[config.mk]
export PLATFORM = sky130hd
export DESIGN_NAME = abscmd_engine
export DESIGN_NICKNAME = d
export VERILOG_FILES = /design/src/rtl/abscmd_engine.sv
export SDC_FILE = /design/constraint.sdc
export NUM_CORES = 1
export LEC_CHECK = 0
export BUFFER_PORTS_ARGS = -buffer_cell sky130_fd_sc_hd__buf_2
export CORE_ASPECT_RATIO = 1.2
export CORE_MARGIN = 5
export CORE_UTILIZATION = 42
export CTS_CLUSTER_DIAMETER = 150
export CTS_CLUSTER_SIZE = 20
export DETAILED_ROUTE_END_ITERATION = 10
export PLACE_DENSITY = 0.95
export SLEW_MARGIN = 20
export SYNTH_ARGS = -nofsm -noshare
export SYNTH_HDL_FRONTEND = slang
export SYNTH_SLANG_ARGS = --single-unit
[constraint.sdc]
create_clock -name clk -period 2.95 [get_ports clk]
set_input_delay 0 -clock clk [delete_from_list [all_inputs] [get_ports clk]]
set_output_delay 0 -clock clk [all_outputs]
set_load 0.1 [all_outputs]
[src/rtl/abscmd_engine.sv]
module abscmd_engine #(
  parameter logic [31:0] CODE_ADDR = 32'h0000_0300,
  parameter logic [31:0] PROG_ADDR = 32'h0000_0340,
  parameter logic [11:0] DATA_OFS  = 12'h380,
  parameter logic [15:0] REG_BASE  = 16'h1000,
  parameter int          REG_COUNT = 32
) (
  input  logic        clk,
  input  logic        rst_n,
  input  logic        launch,
  input  logic [31:0] cmd,
  input  logic [2:0]  err_in,
  input  logic        busy_in,
  input  logic        hart_halted,
  output logic [31:0] word0,
  output logic [31:0] word1,
  output logic        code_we,
  output logic [2:0]  err_out,
  output logic        err_we,
  output logic        busy_set
);
  localparam logic [2:0]  E_BUSY   = 3'd1;
  localparam logic [2:0]  E_NOTSUP = 3'd2;
  localparam logic [2:0]  E_HALT   = 3'd4;
  localparam logic [31:0] EBREAK   = 32'h0010_0073;
  localparam logic [31:0] JOFF     = PROG_ADDR - (CODE_ADDR + 32'd4);
  localparam logic [31:0] JAL_WORD = {JOFF[20], JOFF[10:1], JOFF[11], JOFF[19:12], 5'd0, 7'b1101111};
  localparam logic [31:0] REG_END  = {16'd0, REG_BASE} + REG_COUNT;

  wire [7:0]  ctype = cmd[31:24];
  wire [2:0]  size  = cmd[22:20];
  wire        postx = cmd[18];
  wire        xfer  = cmd[17];
  wire        wr    = cmd[16];
  wire [15:0] regno = cmd[15:0];
  wire [15:0] ridx  = regno - REG_BASE;
  wire [4:0]  rd    = ridx[4:0];

  wire in_range = (regno >= REG_BASE) && ({16'd0, regno} < REG_END);
  wire size_ok  = !xfer || (size == 3'd2) || (size == 3'd3);
  wire [2:0] f3 = xfer ? {2'b01, size[0]} : 3'b010;
  wire [4:0] rs2 = xfer ? rd : 5'd0;

  wire [31:0] ld_word = {DATA_OFS, 5'd0, f3, rd, 7'b0000011};
  wire [31:0] st_word = {DATA_OFS[11:5], rs2, 5'd0, f3, DATA_OFS[4:0], 7'b0100011};
  wire [31:0] w0 = (xfer && wr) ? ld_word : st_word;
  wire [31:0] w1 = postx ? JAL_WORD : EBREAK;

  logic       do_err, do_gen;
  logic [2:0] nerr;

  always_comb begin
    do_err = 1'b0;
    do_gen = 1'b0;
    nerr   = 3'd0;
    if (launch && err_in == 3'd0) begin
      do_err = 1'b1;
      if (busy_in)              nerr = E_BUSY;
      else if (ctype != 8'd0)   nerr = E_NOTSUP;
      else if (!in_range)       nerr = E_NOTSUP;
      else if (!hart_halted)    nerr = E_HALT;
      else if (!size_ok)        nerr = E_NOTSUP;
      else begin
        do_err = 1'b0;
        do_gen = 1'b1;
      end
    end
  end

  always_ff @(posedge clk) begin
    if (!rst_n) begin
      word0    <= '0;
      word1    <= '0;
      code_we  <= 1'b0;
      err_out  <= '0;
      err_we   <= 1'b0;
      busy_set <= 1'b0;
    end else begin
      code_we  <= do_gen;
      busy_set <= do_gen;
      err_we   <= do_err;
      if (do_err) err_out <= nerr;
      if (do_gen) begin
        word0 <= w0;
        word1 <= w1;
      end
    end
  end
endmodule


## Yosys cells after proc, flatten, opt, wreduce, memory -nomap -nowiden

Cells that the tools add are included.

- Register bits after elaboration: 69

- Muxes and demuxes: 22
- Reductions and logical operators: 8
- Eq/ne operators: 2
- $lt $le $gt $ge: 2
- Add/subtract/negate cells: 1

Operators with widths:

| cell | count |
|---|---|
| $mux 26 | 1 |
| $mux 25 | 1 |
| $ge 16x13->1 const B | 1 |
| $lt 16x13->1 const B | 1 |
| $mux 3 | 5 |
| $mux 1 | 13 |
| $reduce_bool 8->1 | 1 |
| $eq 3x2->1 const B | 2 |
| $mux 5 | 1 |
| $sub 5x1->5 const B | 1 |
| $logic_and 1x1->1 | 3 |
| $logic_not 3->1 | 1 |
| $logic_or 1x1->1 | 2 |
| $mux 2 | 1 |
| $logic_not 1->1 | 1 |

## Depth between registers and ports, before layout

- Depth after elaboration: 9
- Gate-level depth with buffers: 6
- Gate-level depth less buffers: 4

## Least setup slack after synthesis

Ideal clock, no wire load.

- Kind: register -> output
- Start point: register, netlist name word1[6]
- End point: output word0[13]
- Data arrival time: 1.517 ns
- Stages on the path, launching flop included: 2
- Path slack: 1.433 ns
- Required time: 2.950 ns
- Path through: dfxtp_1 > buf_4

RTL lines:

| element | RTL line | text |
|---|---|---|
| to (decl) | 15 | `output logic [31:0] word0,` |

## Final worst setup path

- Start point: input busy_in
- End point: register err_out[1]

- Word-level cells in the longest chain between the ends: 2
- Elaborated cells between the ends (all ways): 4

RTL lines:

| element | RTL line | text |
|---|---|---|
| from (decl) | 13 | `input logic busy_in,` |
| $mux 3 / $mux 1 (equally long branches) | 58 | `if (busy_in) nerr = E_BUSY;` |
| $mux 3 / $mux 1 (equally long branches) | 56 | `if (launch && err_in == 3'd0) begin` |
| to (signal assigned) | 82 | `if (do_err) err_out <= nerr;` |
| to (decl) | 18 | `output logic [2:0] err_out,` |

Several ways; a longest one is shown, not always the timed one.
A chain may end at the register's enable or synchronous reset.

==> impl.org <==
** Outcome
- The run finished with clean final reports.

** Routing
- First-pass iteration count of the detailed router :: 4
- Mean number of vias per cell :: 4.58
- The routed design has 3090 microns of wire.
- Across all layers, the routed design uses 1173 vias.
- Remaining design rule violation count :: 0
- In the final routed layout, each cell accounts on average for 12.1 microns.
- Detail Route Antenna Nets :: 0
- For this block, the initial DRC count from the detailed router was 72.

** Finish
- Multi-input gate area :: 648 sq um
- Final standard cell area without fillers :: 1590 sq um
- At the end of the flow, the number of nets in the layout was 261.
- # diodes :: 0
- Summing all flip-flop and latch instances after layout gives 400 sq um.
- Fillcell total :: 310
- Of the cells placed in the final design, the portion with a size suffix greater than 1 is 37.7%.
- From synthesis to final layout, the design area changed by 18.9%.

** Pwr
- In this run switching power makes up 44.7% of total power.
- The analysis attributes to cell leakage a power of 0.898 nW.
- Power comes to 0.685 mW.
- Dividing total power by cell area gives a power density of 431 nW/um^2.
- Relative contribution of the clock network to total power :: 23.1%
- Net switching power :: 0.306 mW
- Share of power burned in registers :: 39.6%
- The internal portion of the total power is 0.379 mW.
- Combinational Power Share :: 37.3%
- Largest vdd supply drop :: 0.268 mV

** STA
- Actual transition at the worst max-transition pin :: 0.751 ns
- Maximum clock frequency :: 623 MHz
- The clock arrives with 0 ns of skew.
- Final Hold Violating Endpoints :: 0
- In the final timing run, aggregate negative setup slack is 0 ns.
- Fin crit period :: 1.61 ns
- Final Cycle Share :: 54.4%
- Setup Viol. Count Final :: 0
- The tightest hold path in the finished design has a slack of 0.0234 ns.
- The number of pins with negative max-slew slack in the final report came to 0.
- RSZ-0062 raised after global routing :: no
- Measured against its own limit, the worst slew margin works out to 48.7%.

** Logic synthesis
- Number of enable flip-flop cells after synthesis :: 0
- The portion of synthesized area spent on multiplexers is 9.73%.
- Sequential share of the synthesized area :: 29.9%
- Synthesized instance count :: 157
- Share of synthesized flip-flops with an asynchronous set or reset :: 0%
- Post-synth top area share :: 29.9%
- Total standard cell area after synthesis :: 1340 sq um
- Summing the areas of all xor and xnor instances in the mapped netlist gives 0% of the synthesized area.
- Arithmetic-cell share of the synthesized area counting full adders, half adders and majority gates :: 0%
- Cell with the most instances after synthesis :: buf_4
- Summing the areas of all and, or, nand and nor instances in the mapped netlist gives 22.8% of the synthesized area.
- By area, the combinational part of the netlist is dominated by buffers and inverters.
- In this run, synthesis produced a sequential element count of 20.
- The Yosys step of the flow raised 0 warnings.
- The synthesized netlist devotes 6.36% of its cell area to compound gates.
- Cell taking the most area after synthesis :: dfxtp_1
- The most used flip-flop cell after synthesis is dfxtp_1.
- Syn Area/Cell :: 8.52 sq um
- Top area cells in the synthesized netlist :: dfxtp_1 (30%), buf_4 (28%), mux2i_1 (9.7%)
- Counting distinct cell types in the post-synthesis netlist gives 29.
- Most instantiated cells after synthesis :: buf_4 (50), dfxtp_1 (20), nand2_1 (19), mux2i_1 (13), nand3_1 (10)

** Floorplan
- I/O pin total :: 110
- The die is 71.8 microns tall.
- Standard-cell rows :: 22
- Area enclosed by the die boundary :: 4420 sq um
- The initial utilization of the core area, before any placement, comes to 43.8%.
- Overall die width :: 61.5 microns
- Core box area :: 3060 sq um

** Global routing
- Wire length of the first global-routing pass :: 4530 microns
- Entering global routing, the biggest net connects 32 pins.
- Number of antenna violations at the first check in global routing :: 0
- The total overflow left after global routing is 0.
- Overall global routing resource usage :: 13.2%
- Vias in the first global route :: 1077

** Clock tree
- Buffers inserted during clock tree synthesis total 3.
- Buffers inserted during post-CTS setup optimization :: 0
- Number of cells upsized or downsized after cts :: 0
- Buffers inserted to repair hold after CTS numbered 8.
- The longest clock path from root to sink contains 2 buffers.
- Insertion delay of the later-clocked pin in the worst-skew pair :: 0.30 ns
- CTS built an H-tree with a depth of 1.
- TritonCTS built the clock tree.
- TritonCTS sink count :: 20
- Clock Pin Slew Worst Setup and Hold Paths :: 0.11 ns
- Clock tree synthesis selected as its root buffer the cell clkbuf_4.

** Placed design
- Port buffer count :: 73
- The wire-length estimate of the detail-placed layout is 2450 microns.
- Routability cong. :: 0.792
- The placed instances occupy a cell area of 1470 sq um.

** Setup path
- Worst EP arrival :: 1.84 ns
- Biggest fanout along the worst timing path :: 4
- For the worst setup path, the data required time is 3.18 ns.
- The critical path is of the in -> reg type.
- STA classifies the critical path endpoint as a flip-flop.
- The worst setup path is launched from an input port.

** Hold path
- Worst hold path class :: in -> reg

** Run
- Across the run, the number of max-cap violations was 0.
==> worst paths after layout <==
path	start	end	slack (ns)	cells after the start
setup / recovery	busy_in	err_out[1]	1.34	6
hold / removal	hart_halted	err_out[2]	0.02	3
setup reg to reg	word0[5]	word0[5]	2.17	2
hold reg to reg	err_out[0]	err_out[0]	0.46	2
==> layer usage <==
metal,track usage (%),up-vias,share of wire (%)
met4,4.95,0,1.2
met5,0,-,0
met1,14.8,517,35
li1,-,579,-
met2,23.6,73,50
met3,2.70,4,13
==> worst max-delay path: stages <==
cell and delay, ns:
dlygate4sd3_1 0.53, buf_2 0.16, nand2b_1 0.14, a2111oi_0 0.67, a21oi_1 0.20, o22ai_1 0.15
==> per-stage QoR <==
step           worst slack, ns  std cells  utilization (%)
2_1_floorplan             1.43        190                -
3_3_place_gp              1.21        244             48.2
3_5_place_dp              1.20        244             48.2
4_1_cts                   1.35        256             52.0
5_1_grt                   1.12        256             52.0
6_report                  1.34        256             52.0
==> power groups by stage <==
stage	Clock, mW	Sequential (mW)	Combinational [mW]
2_1_floorplan	0	0.283	0.242
3_3_place_gp	0	0.277	0.244
3_5_place_dp	0	0.277	0.245
4_1_cts	0.163	0.271	0.254
5_1_grt	0.174	0.271	0.264
6_report	0.158	0.271	0.255
==> final cells by class <==
| type | count | area share, % |
|---|---|---|
| inverter | 2 | 0.472 |
| timing repair buffer | 82 | 28.5 |
| sequential | 20 | 25.2 |
| tap | 36 | 2.83 |
| clock buffer | 4 | 2.28 |
| multi-input combinational | 112 | 40.8 |
==> state kept, by name, indices dropped and copies added, names as in the netlist <==
name	count
word1	3
err_we	1
busy_set	1
err_out	3
word0	12
==> cells by family after synthesis <==
family / Yosys count
buffers and inverters: 58
multiplexers: 13
AND/OR/NAND/NOR: 55
AO/OA/AOI/OAI: 10
other: 1
flip-flops: 20
==> cells in the final DEF, fill, tap and decap left out <==
cell type	synthesis	final
nor4b_1	2	2
nand3_1	10	10
dfxtp_1	20	20
o21ai_1	1	1
or4b_2	1	1
nor4_1	2	2
conb_1	1	34
a31o_2	1	1
mux2i_1	13	13
inv_1	2	2
o22ai_1	2	2
nor2_1	2	2
a21boi_1	1	1
or4_4	1	1
or3_1	1	1
a21oi_1	3	3
nand3_4	1	1
a2111oi_4	1	1
nand2_1	19	19
nand4_1	6	6
buf_4	50	1
dlygate4sd3_1	0	8
nor2b_1	1	1
clkbuf_4	0	3
and2_1	1	1
buf_2	0	73
nand2b_1	3	3
nand3b_1	1	1
a2111oi_0	1	1
clkbuf_8	0	1
and3_1	4	4
Power figures use the tool's default switching activity.
